==> config.mk <==
export PLATFORM = sky130hd
export DESIGN_NAME = vcfg_lookup
export DESIGN_NICKNAME = d
export VERILOG_FILES = /design/src/rtl/vcfg_pkg.sv /design/src/rtl/vcfg_entry.sv /design/src/rtl/vcfg_match.sv /design/src/rtl/vcfg_lookup.sv
export SDC_FILE = /design/constraint.sdc
export NUM_CORES = 1
export LEC_CHECK = 0
export ABC_CLOCK_PERIOD_IN_PS = 2400
export BUFFER_PORTS_ARGS = -buffer_cell sky130_fd_sc_hd__buf_2
export CAP_MARGIN = 20
export CORE_ASPECT_RATIO = 2
export CORE_MARGIN = 3
export CORE_UTILIZATION = 40
export DETAILED_ROUTE_END_ITERATION = 10
export PLACE_DENSITY = 0.66
export SYNTH_ARGS = -nofsm -noshare
export SYNTH_HDL_FRONTEND = slang
export SYNTH_HIERARCHICAL = 1
export SYNTH_SLANG_ARGS = --single-unit
==> constraint.sdc <==
create_clock -name clk -period 2.4 [get_ports clk]
set_input_delay 0.12 -clock clk [delete_from_list [all_inputs] [get_ports clk]]
set_output_delay 0.12 -clock clk [all_outputs]
set_load 0.03 [all_outputs]
==> src/rtl/vcfg_pkg.sv <==
package vcfg_pkg;
  // CSR field selector within one entry
  typedef enum logic [1:0] {
    FLD_TAG  = 2'd0,
    FLD_VL   = 2'd1,
    FLD_BW   = 2'd2,
    FLD_RSVD = 2'd3
  } vcfg_field_e;

  localparam int unsigned TAG_W  = 5;  // 32 architectural registers
  localparam int unsigned BWF_W  = 3;  // explicit bit + 2-bit width code
  localparam int unsigned BWC_W  = 2;  // width code 8/16/32/64
endpackage

==> src/rtl/vcfg_entry.sv <==
module vcfg_entry
  import vcfg_pkg::*;
#(
  parameter int unsigned DW     = 8,
  parameter int unsigned MAX_VL = 64,
  parameter int unsigned VL_W   = $clog2(MAX_VL + 1)
) (
  input  logic             clk,
  input  logic             rst_n,
  input  logic             wr_en,
  input  vcfg_field_e      wr_field,
  input  logic [DW-1:0]    wr_data,
  output logic             valid_q,
  output logic [TAG_W-1:0] tag_q,
  output logic [VL_W-1:0]  vl_q,
  output logic [BWF_W-1:0] bwf_q
);
  logic             valid_d;
  logic [TAG_W-1:0] tag_d;
  logic [VL_W-1:0]  vl_d;
  logic [BWF_W-1:0] bwf_d;
  logic             en_tag, en_vl, en_bw;

  assign en_tag = wr_en && (wr_field == FLD_TAG);
  assign en_vl  = wr_en && (wr_field == FLD_VL);
  assign en_bw  = wr_en && (wr_field == FLD_BW);

  always_comb begin
    valid_d = wr_data[DW-1];
    tag_d   = wr_data[TAG_W-1:0];
    bwf_d   = wr_data[BWF_W-1:0];
    if (wr_data > DW'(MAX_VL)) vl_d = VL_W'(MAX_VL);
    else                       vl_d = wr_data[VL_W-1:0];
  end

  always_ff @(posedge clk or negedge rst_n) begin
    if (!rst_n) begin
      valid_q <= 1'b0;
      tag_q   <= '0;
    end else if (en_tag) begin
      valid_q <= valid_d;
      tag_q   <= tag_d;
    end
  end

  always_ff @(posedge clk or negedge rst_n) begin
    if (!rst_n)     vl_q <= VL_W'(1);
    else if (en_vl) vl_q <= vl_d;
  end

  always_ff @(posedge clk or negedge rst_n) begin
    if (!rst_n)     bwf_q <= '0;
    else if (en_bw) bwf_q <= bwf_d;
  end

  p_tag_write_r2: assert property (@(posedge clk) disable iff (!rst_n)
    (wr_en && wr_field == FLD_TAG) |=>
      (tag_q == $past(wr_data[TAG_W-1:0]) && valid_q == $past(wr_data[DW-1])));

  p_rsvd_quiet_r2: assert property (@(posedge clk) disable iff (!rst_n)
    (wr_en && wr_field == FLD_RSVD) |=>
      ($stable(tag_q) && $stable(valid_q) && $stable(vl_q) && $stable(bwf_q)));

  p_vl_sat_r3: assert property (@(posedge clk) disable iff (!rst_n)
    vl_q <= VL_W'(MAX_VL));
endmodule

==> src/rtl/vcfg_match.sv <==
module vcfg_match
  import vcfg_pkg::*;
#(
  parameter int unsigned N     = 2,
  parameter int unsigned ENT_W = (N > 1) ? $clog2(N) : 1
) (
  input  logic [N-1:0]            valid,
  input  logic [N-1:0][TAG_W-1:0] tags,
  input  logic [TAG_W-1:0]        key,
  output logic                    hit,
  output logic [ENT_W-1:0]        idx
);
  logic [N-1:0] eq;

  for (genvar g = 0; g < N; g++) begin : g_cmp
    assign eq[g] = valid[g] && (tags[g] == key);
  end

  // scan from the top so the lowest matching entry is the last written
  always_comb begin
    hit = |eq;
    idx = '0;
    for (int i = N - 1; i >= 0; i--) begin
      if (eq[i]) idx = ENT_W'(i);
    end
  end
endmodule

==> src/rtl/vcfg_lookup.sv <==
module vcfg_lookup
  import vcfg_pkg::*;
#(
  parameter int unsigned NUM_ENTRIES = 2,
  parameter int unsigned MAX_VL      = 64,
  parameter int unsigned DW          = 8,
  localparam int unsigned ENT_W      = (NUM_ENTRIES > 1) ? $clog2(NUM_ENTRIES) : 1,
  localparam int unsigned VL_W       = $clog2(MAX_VL + 1),
  localparam int unsigned AW         = ENT_W + 2
) (
  input  logic             clk,
  input  logic             rst_n,
  input  logic             csr_we,
  input  logic [AW-1:0]    csr_addr,
  input  logic [DW-1:0]    csr_wdata,
  output logic [DW-1:0]    csr_rdata,
  input  logic [TAG_W-1:0] lk_reg,
  input  logic             lk_fp,
  input  logic [BWC_W-1:0] lk_dflt_bw,
  output logic             lk_hit,
  output logic [ENT_W-1:0] lk_idx,
  output logic [VL_W-1:0]  lk_vl,
  output logic [BWC_W-1:0] lk_bw
);
  logic [NUM_ENTRIES-1:0]            ent_valid;
  logic [NUM_ENTRIES-1:0][TAG_W-1:0] ent_tag;
  logic [NUM_ENTRIES-1:0][VL_W-1:0]  ent_vl;
  logic [NUM_ENTRIES-1:0][BWF_W-1:0] ent_bwf;

  logic [ENT_W-1:0] a_ent;
  vcfg_field_e      a_fld;
  logic             a_inrange;
  logic             fp_unused;

  assign a_ent     = csr_addr[AW-1:2];
  assign a_fld     = vcfg_field_e'(csr_addr[1:0]);
  assign a_inrange = (32'(a_ent) < NUM_ENTRIES);
  assign fp_unused = lk_fp;  // one entry serves both register files

  for (genvar g = 0; g < NUM_ENTRIES; g++) begin : g_ent
    vcfg_entry #(.DW(DW), .MAX_VL(MAX_VL), .VL_W(VL_W)) i_ent (
      .clk      (clk),
      .rst_n    (rst_n),
      .wr_en    (csr_we && a_inrange && (a_ent == ENT_W'(g))),
      .wr_field (a_fld),
      .wr_data  (csr_wdata),
      .valid_q  (ent_valid[g]),
      .tag_q    (ent_tag[g]),
      .vl_q     (ent_vl[g]),
      .bwf_q    (ent_bwf[g])
    );
  end

  // CSR read mux
  always_comb begin
    csr_rdata = '0;
    if (a_inrange) begin
      unique case (a_fld)
        FLD_TAG: begin
          csr_rdata[TAG_W-1:0] = ent_tag[a_ent];
          csr_rdata[DW-1]      = ent_valid[a_ent];
        end
        FLD_VL:   csr_rdata[VL_W-1:0]  = ent_vl[a_ent];
        FLD_BW:   csr_rdata[BWF_W-1:0] = ent_bwf[a_ent];
        FLD_RSVD: csr_rdata = '0;
      endcase
    end
  end

  vcfg_match #(.N(NUM_ENTRIES), .ENT_W(ENT_W)) i_match (
    .valid (ent_valid),
    .tags  (ent_tag),
    .key   (lk_reg),
    .hit   (lk_hit),
    .idx   (lk_idx)
  );

  // result select with scalar fallback
  always_comb begin
    lk_vl = VL_W'(1);
    lk_bw = lk_dflt_bw;
    if (lk_hit) begin
      lk_vl = ent_vl[lk_idx];
      if (ent_bwf[lk_idx][BWF_W-1]) lk_bw = ent_bwf[lk_idx][BWC_W-1:0];
    end
  end

  p_miss_scalar_r8: assert property (@(posedge clk) disable iff (!rst_n)
    !lk_hit |-> (lk_vl == VL_W'(1) && lk_bw == lk_dflt_bw && lk_idx == '0));

  p_hit_valid_tag_r5: assert property (@(posedge clk) disable iff (!rst_n)
    lk_hit |-> (ent_valid[lk_idx] && ent_tag[lk_idx] == lk_reg));

  p_vl_range_r3: assert property (@(posedge clk) disable iff (!rst_n)
    lk_vl <= VL_W'(MAX_VL));

  for (genvar g = 0; g < NUM_ENTRIES; g++) begin : g_prio
    p_lowest_wins_r7: assert property (@(posedge clk) disable iff (!rst_n)
      (ent_valid[g] && ent_tag[g] == lk_reg) |-> (lk_hit && lk_idx <= ENT_W'(g)));
  end
endmodule

* Word level (Yosys, flattened, before mapping)
Cells that the tools add are included.
Storage, ports and cells: bits in registers 32, latch bits 0, memory bits (writable) 0, memory bits (read-only) 0, input port bits 22, output and inout bits 19, memories 0
Cells by class: add/subtract/negate cells 0, multiply operators 0, divide/modulo/power cells 0, order comparisons 3, eq/ne operators 5, shift-type cells 0, multiplexer cells 22, bitwise gates (word level) 1, reduce and logical (&&, ||, !) cells 12
Operators by type and width (count):
- $mux W7 | 6
- $mux W3 | 4
- $pmux W3 S4 | 1
- $eq A5 B5 Y1 | 2
- $logic_and A1 B1 Y1 | 10
- $mux W5 | 2
- $gt A8 B7 Y1 const B | 1
- $mux W2 | 3
- $mux W1 | 5
- $eq A2 B2 Y1 const B | 2
- $lt A1 B2 Y1 const B | 2
- $pmux W2 S2 | 1
- $eq A2 B1 Y1 const B | 1
- $logic_not A2 Y1 | 1
- $reduce_or A2 Y1 | 1
- $not A1 Y1 | 1

* Depth between registers and ports, before layout
Gate-level depths: netlist of run 1.
depth in word-level cells 8, gate-level depth with buffers 8

* Hierarchy
The synthesis of run 1 kept the hierarchy.
By module, submodules not included:
- vcfg_entry | times used 2, cells each 45, area each 705.7 µm², sequential area each 401.6 µm²
- vcfg_lookup | times used 1, cells each 54, area each 474.2 µm², sequential area each 0.0 µm²
- vcfg_match | times used 1, cells each 16, area each 121.4 µm², sequential area each 0.0 µm²

* Worst setup path before layout of run 1
OpenSTA, ideal clock, no wires.
path kind reg-to-output, start reg g_ent[1].i_ent.tag_q[3], end out lk_bw[0], arrival time 2.560 ns, data required time 2.280 ns, slack -0.280 ns, cell stages (with the launch flop) 8, cell sequence dfrtp_1 > xor2_1 > nor4_1 > nand3_1 > nor2_1 > buf_6 > mux2_2 > a31oi_1
Between the ends: word-level cells in the longest chain between the ends 8
Ends and longest elaborated chain:
- start, declared | line vcfg_entry.sv:14 | output logic [TAG_W-1:0] tag_q,
- start signal, assigned | line vcfg_entry.sv:42 | tag_q <= tag_d;
- $eq A5 B5 Y1 | line vcfg_match.sv:16 | assign eq[g] = valid[g] && (tags[g] == key);
- $logic_and A1 B1 Y1 | line vcfg_match.sv:16
- $mux W1 (2 in a row) | line vcfg_match.sv:24 | if (eq[i]) idx = ENT_W'(i);
- net lk_idx | line vcfg_lookup.sv:21 | output logic [ENT_W-1:0] lk_idx,
- $mux W3 (implied by the code) (2 in a row) | line vcfg_lookup.sv:84 | if (ent_bwf[lk_idx][BWF_W-1]) lk_bw = ent_bwf[lk_idx][BWC_W-1:0];
- $mux W2 | line vcfg_lookup.sv:84
- $mux W2 | line vcfg_lookup.sv:82 | if (lk_hit) begin
- end, declared | line vcfg_lookup.sv:23 | output logic [BWC_W-1:0] lk_bw
The timed path passes the listed nets, and every way through them passes these cells. The select of a mux whose other input is x is not followed.

* Final worst setup path of run 1
start reg g_ent[1].i_ent.tag_q[4], end out lk_bw[1]
Between the ends: word-level cells in the longest chain between the ends 8
Ends and longest elaborated chain (line):
- $eq A5 B5 Y1 (*) | vcfg_match.sv:16
- $logic_and A1 B1 Y1 (*) | vcfg_match.sv:16
- $mux W1 (2 in a row) | vcfg_match.sv:24
- $mux W3 (implied by the code) (2 in a row) | vcfg_lookup.sv:84
- $mux W2 | vcfg_lookup.sv:84
- $mux W2 (*) | vcfg_lookup.sv:82
Every way passes the cells marked *; elsewhere a longest branch is shown, timed or not. The select of a mux whose other input is x is not followed.

==> qor.txt, run 1 <==
Cells along the critical path = xor2_1, nor4_1, nand3_1, nor2_4, mux2_4, a31oi_2, buf_6
M1 GR Usage = 0.193
Largest net degree at the start of global routing = 33
Slowest library cell on the worst path = dfrtp_1
Fin util = 0.512
Hold depth = 2
Clock Tree Buf Depth = 2
Initial core utilization = 0.424
Fmax = 429 MHz
VDD IR max = 0.342 mV
Power Density = 657 nW/µm²
CTS H-Tree Depth = 2
Drt total wl = 4.63 mm
FF-to-FF End = g_ent[0].i_ent/tag_q[4]$_DFFE_PN0P_
Setup crit end kind = output port
Top Usage Layer GRT = met2
Synth cell count leaders = dfrtp_1, mux2i_1, mux2_2
Crit-path max FO = 4
Initial antenna violation count = 0
Async SR Flop Fraction = 1.00
Area grow syn2layout = 20.7%
Count of final hold-check violations = 0
DIE WIDTH = 56.1 µm
Slew headroom = 0.519
Register area share after synthesis = 0.400
Hold slack = 0.104 ns
Routability cong. = 0.783
Vias = 1,407
Core area = 4730 µm²
Worst Setup SP = g_ent[1].i_ent/tag_q[4]$_DFFE_PN0P_
CTS Buf Count = 5
Clk_skew = 0 ns
Cell leakage power = 1.08 nW
Slowest stage delay, CP = 0.41 ns
Ranking of synthesized cells by area = dfrtp_1, mux2i_1, mux2_2
# IOs = 41
Slew Viols, Final = 0
Register bit total from synthesis = 32
Syn Std Cell Area = 2010 µm²
RSZ-0062 raised after global routing = true
Number of global-route vias before repair = 1,492
Grt met2 use = 0.298
MaxCap Viol Count = 0
Crit start category = flip-flop
Num rows = 35
Syn_area_per_cell = 12.5 µm²
DRT antenna net count = 0
Worst endpoint data arrival time = 2.21 ns
Top cell type's share of synthesized area = 0.374
Yosys warnings = 6
Post-synth cell types = 31
Nets = 225
Root Buffer = clkbuf_8
Cell taking the most area after synthesis = dfrtp_1
Fin area = 2420 µm²
DP Area = 2250 µm²
Count leader, synth = dfrtp_1
CTS clock-pin slew for the worst setup and hold paths = 0.07 ns
Port bufs = 39
DR DRC count = 0
Setup CP Type = flip-flop to output port
Die height = 106 µm
Reg2reg path depth = 1
GR Util met3 = 0.0352
Total gr overflow = 0
Endpoints failing setup = 0
Min Tclk post-route = 2.33 ns
Share of cells above drive strength 1 = 0.475
Die area = 5950 µm²
CP Data Required Time = 2.28 ns
Status = finished clean
GRT Overall Usage = 0.168
# diodes = 0
Period utilization = 0.972
Sum Neg Setup Slack = 0 ns
Post-Synthesis Cells = 160
Post-Syn Nets = 182
Main flop type after synthesis = dfrtp_1
Total Power = 0.00159 W
Initial DRC Count = 34
CP Capture Point = lk_bw[1]
Worst hold path type = input pin to flip-flop
First-pass GRT wire length = 7.59 mm
Reg2Reg Setup Slack = 1.60 ns
CTS Sinks = 32
Reg2reg start = g_ent[0].i_ent/tag_q[4]$_DFFE_PN0P_
Hpwl dp = 3.34 mm
Post-synth EDFFs = 0
Via-per-instance ratio = 5.43
Slew at the pin with the worst max-slew slack = 0.721 ns
Worst-Skew Late Latency = 0.28 ns
Drt first pass iters = 4
Wire length per cell = 17.9 µm
TritonCTS clock tree = yes
-- critical path: cells and delay by family (launching register included) --
| family | cells | cell delay (ns) |
|---|---|---|
| simple gates | 3 | 0.65 |
| flops | 1 | 0.41 |
| mux | 1 | 0.36 |
| compound gates | 1 | 0.19 |
| buf+inv | 1 | 0.16 |
| xor+xnor | 1 | 0.15 |
-- routing by layer --
metal,up-vias,wire length (µm),share of wire
met2,32,2600,0.56
met4,0,72,0.016
met3,7,193,0.042
met5,-,0,0
met1,704,1760,0.38
li1,664,-,-
-- where the power goes --
group / internal [W] / total (W) / switching [W]
registers: 0.000637 / 0.000719 / 0.0000815
clock network: 0.000229 / 0.000431 / 0.000203
logic: 0.000227 / 0.000441 / 0.000214
-- placed cells by master (no fill, tap or decap), types with 3 or more instances in the layout --
master,Yosys,routed
mux2_4,12,13
or3_1,3,3
clkbuf_8,0,6
nor3b_1,12,12
mux2_2,19,18
xor2_1,8,8
nor2_1,5,4
dfrtp_1,30,30
nor2b_1,7,7
buf_2,0,34
o221ai_1,3,3
clkbuf_4,0,3
mux2i_1,23,22
buf_4,1,3
-- layout make-up --
class | count | area (µm²)
fillers | 461 | 2310
multi-input cells | 118 | 1180
flip-flops and latches | 32 | 803
repair buffers | 44 | 268
clock buffers | 6 | 82.6
well taps | 55 | 68.8
clock inverters | 2 | 10.0
inverters | 2 | 7.51
-- cell families after synthesis --
logic type / after synthesis / synth area share
muxes: 56 / 0.334
and+or+nand+nor: 45 / 0.163
DFF: 32 / 0.400
xor gates and xnor gates: 10 / 0.0436
buffers and inverters: 10 / 0.0355
AOI/OAI and AO/OA: 7 / 0.0243
-- how the worst min path moves through the flow --
stage                                          end    startpoint  slack, ns
2_1_floorplan  g_ent[0].i_ent/bwf_q[0]$_DFFE_PN0P_         rst_n      -0.18
3_3_place_gp   g_ent[0].i_ent/tag_q[2]$_DFFE_PN0P_         rst_n       0.21
3_5_place_dp   g_ent[0].i_ent/tag_q[2]$_DFFE_PN0P_         rst_n       0.21
4_1_cts        g_ent[0].i_ent/tag_q[3]$_DFFE_PN0P_  csr_wdata[3]        0.1
5_1_grt        g_ent[0].i_ent/tag_q[3]$_DFFE_PN0P_  csr_wdata[3]       0.11
6_report       g_ent[0].i_ent/tag_q[3]$_DFFE_PN0P_  csr_wdata[3]       0.10
-- through the flow --
stage | std cells | worst slack, ns
2_1_floorplan | 160 | 0.0618
3_3_place_gp | 248 | 0.297
3_5_place_dp | 248 | 0.251
4_1_cts | 257 | -0.0161
5_1_grt | 259 | -0.0573
6_report | 259 | 0.0672
-- sequential cells by signal (all words and copies together), names as in the netlist --
signal / cells
g_ent.i_ent/bwf_q: 6
g_ent.i_ent/valid_q: 2
g_ent.i_ent/vl_q: 14
g_ent.i_ent/tag_q: 10
-- timing repair --
item	in CTS	in global routing
hold buffers	1	0
resized for setup	5	10
pin swaps	3	6
endpoints found under the hold margin	30	0
endpoints found under the setup margin	2	9
setup buffers	0	2
Power figures use the tool's default switching activity.
==> inputs of run 2 (changes only) <==
==> constraint.sdc (replaced) <==
create_clock -name clk -period 2.4 [get_ports clk]
set_input_delay 0.12 -clock clk [delete_from_list [all_inputs] [get_ports clk]]
set_output_delay 0.12 -clock clk [all_outputs]
set_load 0.1 [all_outputs]
==> run 2 against run 1 <==
Compared with the run above:
- design area increased by 11%
- routed wire length rose by 6.9%
- via count is 2.8% higher
- hold slack better by 0.037 ns
- power rose by 18%
- utilization grew 5.8 points
- clock skew unchanged
- first-iteration DRC count is 8.8% higher
==> qor.txt, run 2 (same netlist as run 1, synthesis figures left out) <==
Initial antenna violation count = 0 (unchanged)
GRT Overall Usage = 0.171 (+0.00329)
Cells along the critical path = xor2_1, nor4_1, and3_1, nor2_4, mux2_4, a31oi_4, buf_12
Slew at the pin with the worst max-slew slack = 0.722 ns (+0.00131 ns)
Die height = 106 µm (unchanged)
Core area = 4730 µm² (unchanged)
Final cell count without fillers = 262 (+1.2%)
Slew Viols, Final = 0 (unchanged)
Total gr overflow = 0 (unchanged)
Setup CP Type = flip-flop to output port
Worst-Skew Late Latency = 0.27 ns (about the same)
Top Metal Used = met4
Hold slack = 0.141 ns (+0.0370 ns)
Fmax = 424 MHz (-1.2%)
Vias = 1,446 (+2.8%)
Endpoints failing setup = 0 (unchanged)
RSZ-0062 raised after global routing = true
Worst endpoint data arrival time = 2.24 ns (+0.03 ns)
Initial DRC Count = 37 (+8.8%)
Routability cong. = 0.818 (+4.5%)
VDD IR max = 0.553 mV (+62%)
Min-delay src = csr_wdata[3]
Drt first pass iters = 4 (unchanged)
Max reg flops = 14 (unchanged)
Root Buffer = clkbuf_8
Placed cells = 250 (+0.81%)
DRT antenna net count = 0 (unchanged)
Nets = 228 (+1.3%)
Sum Neg Setup Slack = 0 ns (unchanged)
Slew headroom = 0.519 (-0.000873)
Number of global-route vias before repair = 1,636 (+9.7%)
Wire length per cell = 18.9 µm (+5.7%)
DR DRC count = 0 (unchanged)
Drt total wl = 4.95 mm (+6.9%)
Num rows = 35 (unchanged)
CTS Sinks = 32 (unchanged)
Share of cells above drive strength 1 = 0.541 (+0.0656)
Count of final hold-check violations = 0 (unchanged)
CTS Buf Count = 5 (unchanged)
Hpwl dp = 3.75 mm (+12%)
Commonest non-fill, non-tap cells in the layout = dfrtp_1, buf_2, mux2i_1, mux2_2, mux2_4
Min Tclk post-route = 2.36 ns (+0.0273 ns)
Crit-path max FO = 4 (unchanged)
Status = finished clean
Cell leakage power = 1.14 nW (+6.2%)
Crit start category = flip-flop
TritonCTS clock tree = yes
# IOs = 41 (unchanged)
Clk_skew = 0 ns (unchanged)
Reg2Reg Setup Slack = 1.51 ns (-0.09 ns)
Reg2reg path depth = 2 (+1)
FF-to-FF End = g_ent[1].i_ent/tag_q[1]$_DFFE_PN0P_
Setup crit end kind = output port
Worst Hold Path EP = g_ent[0].i_ent/tag_q[3]$_DFFE_PN0P_
Top flop regs = g_ent.i_ent/vl_q (14), g_ent.i_ent/tag_q (10), g_ent.i_ent/bwf_q (6)
Slowest stage delay, CP = 0.41 ns (about the same)
Largest net degree at the start of global routing = 33 (unchanged)
M1 WL = 1.85 mm (+4.9%)
# diodes = 0 (unchanged)
CTS H-Tree Depth = 2 (unchanged)
Port bufs = 39 (unchanged)
CTS clock-pin slew for the worst setup and hold paths = 0.07 ns (about the same)
Initial core utilization = 0.424 (unchanged)
MaxCap Viol Count = 0 (unchanged)
Via-per-instance ratio = 5.52 (+1.6%)
Worst hold path type = input pin to flip-flop
Most flops, register = g_ent.i_ent/vl_q
Area grow syn2layout = 34.4%
WL met3 = 176 µm (-8.8%)
First-pass GRT wire length = 7.95 mm (+4.7%)
Slowest library cell on the worst path = dfrtp_1
Reg2reg start = g_ent[1].i_ent/tag_q[1]$_DFFE_PN0P_
Period utilization = 0.983 (+0.0114)
Power Density = 695 nW/µm² (+5.8%)
Die area = 5950 µm² (unchanged)
Met2 WL = 2.83 mm (+8.8%)
DIE WIDTH = 56.1 µm (unchanged)
Hold depth = 2 (unchanged)
Most common cell after layout, fill and taps aside = dfrtp_1
Clock Tree Buf Depth = 2 (unchanged)
CP Data Required Time = 2.28 ns (about the same)
-- run 2: stage by stage --
step | worst slack (ns) | instance area (µm²) | power [W] | utilization
floorplan | -0.439 | 2100 | 0.00118 | -
global placement | 0.200 | 2480 | 0.00132 | 0.525
global route | -0.101 | 2700 | 0.00196 | 0.570
detailed placement | 0.178 | 2480 | 0.00134 | 0.525
finish | 0.0399 | 2700 | 0.00188 | 0.570
CTS | 0.000893 | 2670 | 0.00188 | 0.564
-- run 2: how the worst max path moves through the flow --
stage                                        startpoint       end  slack [ns]  cells past startpoint
finish              g_ent[0].i_ent/tag_q[4]$_DFFE_PN0P_  lk_bw[0]        0.04                      7
global route        g_ent[1].i_ent/tag_q[1]$_DFFE_PN0P_  lk_bw[0]       -0.10                      7
CTS                 g_ent[1].i_ent/tag_q[1]$_DFFE_PN0P_  lk_bw[0]      0.0009                      7
detailed placement  g_ent[1].i_ent/tag_q[3]$_DFFE_PN0P_  lk_bw[0]        0.18                      8
global placement    g_ent[1].i_ent/tag_q[3]$_DFFE_PN0P_  lk_bw[0]        0.20                      8
floorplan           g_ent[1].i_ent/tag_q[3]$_DFFE_PN0P_  lk_bw[0]       -0.44                      7
-- run 2: critical path, delay by kind of cell, from the launching register on --
family	cells	cell delay, ns
compound gates	1	0.21
xor+xnor	1	0.16
buf+inv	1	0.20
flops	1	0.41
mux	1	0.36
simple gates	3	0.63
-- run 2: metal layers --
metal / GRT usage / vias to the layer above
met4: 0.0815 / 0
met1: 0.180 / 724
met5: 0 / -
li1: - / 673
met2: 0.321 / 39
met3: 0.0243 / 10
-- run 2: layout make-up --
type                       instances  area, µm²
fill                             396       2030
multi-input combinational        118       1300
sequential                        32        803
timing repair buffer              47        412
clock buffer                       6       72.6
tap                               55       68.8
clock inverter                     2       35.0
inverter                           2       7.51
-- run 2: what timing repair did --
| item | CTS | global route |
|---|---|---|
| setup buffers | 3 | 0 |
| hold endpoints to repair | 30 | 0 |
| endpoints found under the setup margin | 6 | 9 |
| pin swaps | 6 | 2 |
| hold buffers | 1 | 0 |
| resized for setup | 8 | 6 |
-- run 2: power by group --
part           switching, W  leakage [nW]  internal [W]  total, W
Clock              0.000187        0.0552      0.000308  0.000495
Sequential        0.0000911         0.392      0.000637  0.000728
Combinational      0.000380         0.696      0.000272  0.000652
Total              0.000659          1.14       0.00122   0.00188
==> inputs of run 3 (changes only) <==
ABC_CLOCK_PERIOD_IN_PS = 2200   (was 2400)
clock period = 2.2 ns   (was 2.4 ns; I/O delays follow)
==> run 3 against run 2 <==
Compared with the run above:
- the run now ends with setup timing left
- worst setup slack worse by 0.23 ns
- global-route usage up 1.2 points
- count of clock-buffer cells in the layout up 2
- power up 11%
- sequential cell count unchanged
- critical path depth up 1
- combinational power up 18%
- via count up 1.8%
- routed wire length up 3.3%
- utilization up 2.2 points
- design area up 3.8%
- critical path type unchanged
- critical endpoint unchanged
==> qor.txt, run 3 (same netlist as run 1, synthesis figures left out) <==
Final cell count without fillers = 268 (+2.3%)
Max reg flops = 14 (unchanged)
VDD IR max = 0.594 mV (+7.4%)
Initial DRC Count = 11 (-70%)
Initial core utilization = 0.424 (unchanged)
Clock Tree Buf Depth = 2 (unchanged)
Worst endpoint data arrival time = 2.28 ns (+0.04 ns)
Failing checks = setup timing
CTS Buf Count = 5 (unchanged)
CP Data Required Time = 2.09 ns (-0.19 ns)
Clk_skew = 0 ns (unchanged)
Crit start category = flip-flop
Top flop regs = g_ent.i_ent/vl_q (14), g_ent.i_ent/tag_q (10), g_ent.i_ent/bwf_q (6)
Fillers = 401 (+1.3%)
DR DRC count = 0 (unchanged)
Port bufs = 39 (unchanged)
# IOs = 41 (unchanged)
Fin util = 0.592 (+0.0220)
Root Buffer = clkbuf_8
Worst hold path type = input pin to flip-flop
Die area = 5950 µm² (unchanged)
Post-Place Worst Slack = -0.0500 ns (-0.228 ns)
Vias = 1,472 (+1.8%)
Most flops, register = g_ent.i_ent/vl_q
Num rows = 35 (unchanged)
Drt total wl = 5.11 mm (+3.3%)
Area grow syn2layout = 39.6%
Commonest non-fill, non-tap cells in the layout = dfrtp_1, buf_2, mux2_2, mux2i_1, mux2_4
Count of final hold-check violations = 0 (unchanged)
Core area = 4730 µm² (unchanged)
CTS clock-pin slew for the worst setup and hold paths = 0.06 ns (about the same)
Number of global-route vias before repair = 1,672 (+2.2%)
Wire length per cell = 19.1 µm (+1.0%)
M1 GR Usage = 0.193 (+0.0124)
Period utilization = 1.09
Power Density = 741 nW/µm² (+6.5%)
Die height = 106 µm (unchanged)
Via-per-instance ratio = 5.49 (-0.48%)
GR Util met3 = 0.0340 (+0.00972)
RSZ-0062 raised after global routing = true
Min Tclk post-route = 2.39 ns
MaxCap Viol Count = 0 (unchanged)
Slew headroom = 0.488 (-0.0306)
# diodes = 0 (unchanged)
Slew Viols, Final = 0 (unchanged)
Hpwl dp = 3.69 mm (-1.8%)
Drt first pass iters = 4 (unchanged)
Cell leakage power = 1.18 nW (+3.2%)
Largest net degree at the start of global routing = 33 (unchanged)
Share of cells above drive strength 1 = 0.587 (+0.0458)
TritonCTS clock tree = yes
Fmax = 418 MHz
First-pass GRT wire length = 8.34 mm (+5.0%)
Initial antenna violation count = 0 (unchanged)
Top Usage Layer GRT = met2
Routability cong. = 0.830 (+1.5%)
Fin worst setup slack = -0.195 ns (-0.234 ns)
DRT antenna net count = 0 (unchanged)
Placed cells = 255 (+2.0%)
Status = finished with violations
Nets = 234 (+2.6%)
DIE WIDTH = 56.1 µm (unchanged)
Setup crit end kind = output port
Most common cell after layout, fill and taps aside = dfrtp_1
Total Power = 0.00208 W (+11%)
Total gr overflow = 0 (unchanged)
Slew at the pin with the worst max-slew slack = 0.768 ns (+0.0458 ns)
Crit-path max FO = 4 (unchanged)
Hold slack = 0.117 ns (-0.0241 ns)
GRT Overall Usage = 0.183 (+0.0125)
Endpoints failing setup = 9 (+9)
CTS Sinks = 32 (unchanged)
Worst-Skew Late Latency = 0.28 ns (about the same)
CTS H-Tree Depth = 2 (unchanged)
Setup CP Type = flip-flop to output port
Grt met2 use = 0.342 (+0.0209)
[run 3: timing repair]
action                     in CTS  in global routing
pin swaps                      10                  1
setup buffers                   4                  1
resized for setup              15                  5
hold endpoints to repair       30                  0
hold buffers                    1                  0
setup endpoints to repair      10                 10
[run 3: through the flow]
step / TNS [ns] / instance area, µm²
floorplan: -4.10 / 2120
global placement: -0.0922 / 2560
detailed placement: -0.116 / 2560
CTS: -1.36 / 2760
global route: -1.97 / 2800
finish: -1.09 / 2800
[run 3: power breakdown]
group	internal (W)	switching, W
combinational	0.000336	0.000436
clock	0.000286	0.000227
sequential	0.000695	0.0000951
[run 3: routing by layer]
metal | part of all wire | routed length (µm) | up-vias
met3 | 0.035 | 178 | 11
li1 | - | - | 684
met1 | 0.37 | 1910 | 741
met4 | 0.027 | 136 | 0
met2 | 0.57 | 2890 | 36
met5 | 0 | 0 | -
[run 3: final timing paths]
path                                                     start                                   to  slack (ns)  cells past startpoint
max                        g_ent[0].i_ent/tag_q[2]$_DFFE_PN0P_                             lk_bw[0]       -0.19                      8
min                                               csr_wdata[4]  g_ent[0].i_ent/tag_q[4]$_DFFE_PN0P_        0.12                      2
max reg2reg                g_ent[0].i_ent/tag_q[2]$_DFFE_PN0P_  g_ent[0].i_ent/tag_q[2]$_DFFE_PN0P_        1.17                      3
min reg2reg                g_ent[1].i_ent/bwf_q[2]$_DFFE_PN0P_  g_ent[1].i_ent/bwf_q[2]$_DFFE_PN0P_        0.54                      1
max in group asynchronous                                rst_n  g_ent[0].i_ent/tag_q[0]$_DFFE_PN0P_        1.27                      2
min in group asynchronous                                rst_n   g_ent[0].i_ent/vl_q[5]$_DFFE_PN0P_        0.42                      2
[run 3: final cells by class]
cell class | instances | area [µm²] | area share
clock buffer | 8 | 100 | 0.0357
inverter | 2 | 7.51 | 0.00268
multi-input combinational | 118 | 1330 | 0.476
sequential | 32 | 803 | 0.287
tap | 55 | 68.8 | 0.0246
timing repair buffer | 53 | 488 | 0.174
[run 3: worst max-delay path, cell delays in order, from the launching register on]
cell     delay (ns)
dfrtp_1        0.40
xor2_1         0.16
nor4_2         0.37
and3_4         0.27
nor2_4         0.05
mux2_4         0.36
a21oi_4        0.16
a31oi_4        0.05
buf_12         0.18
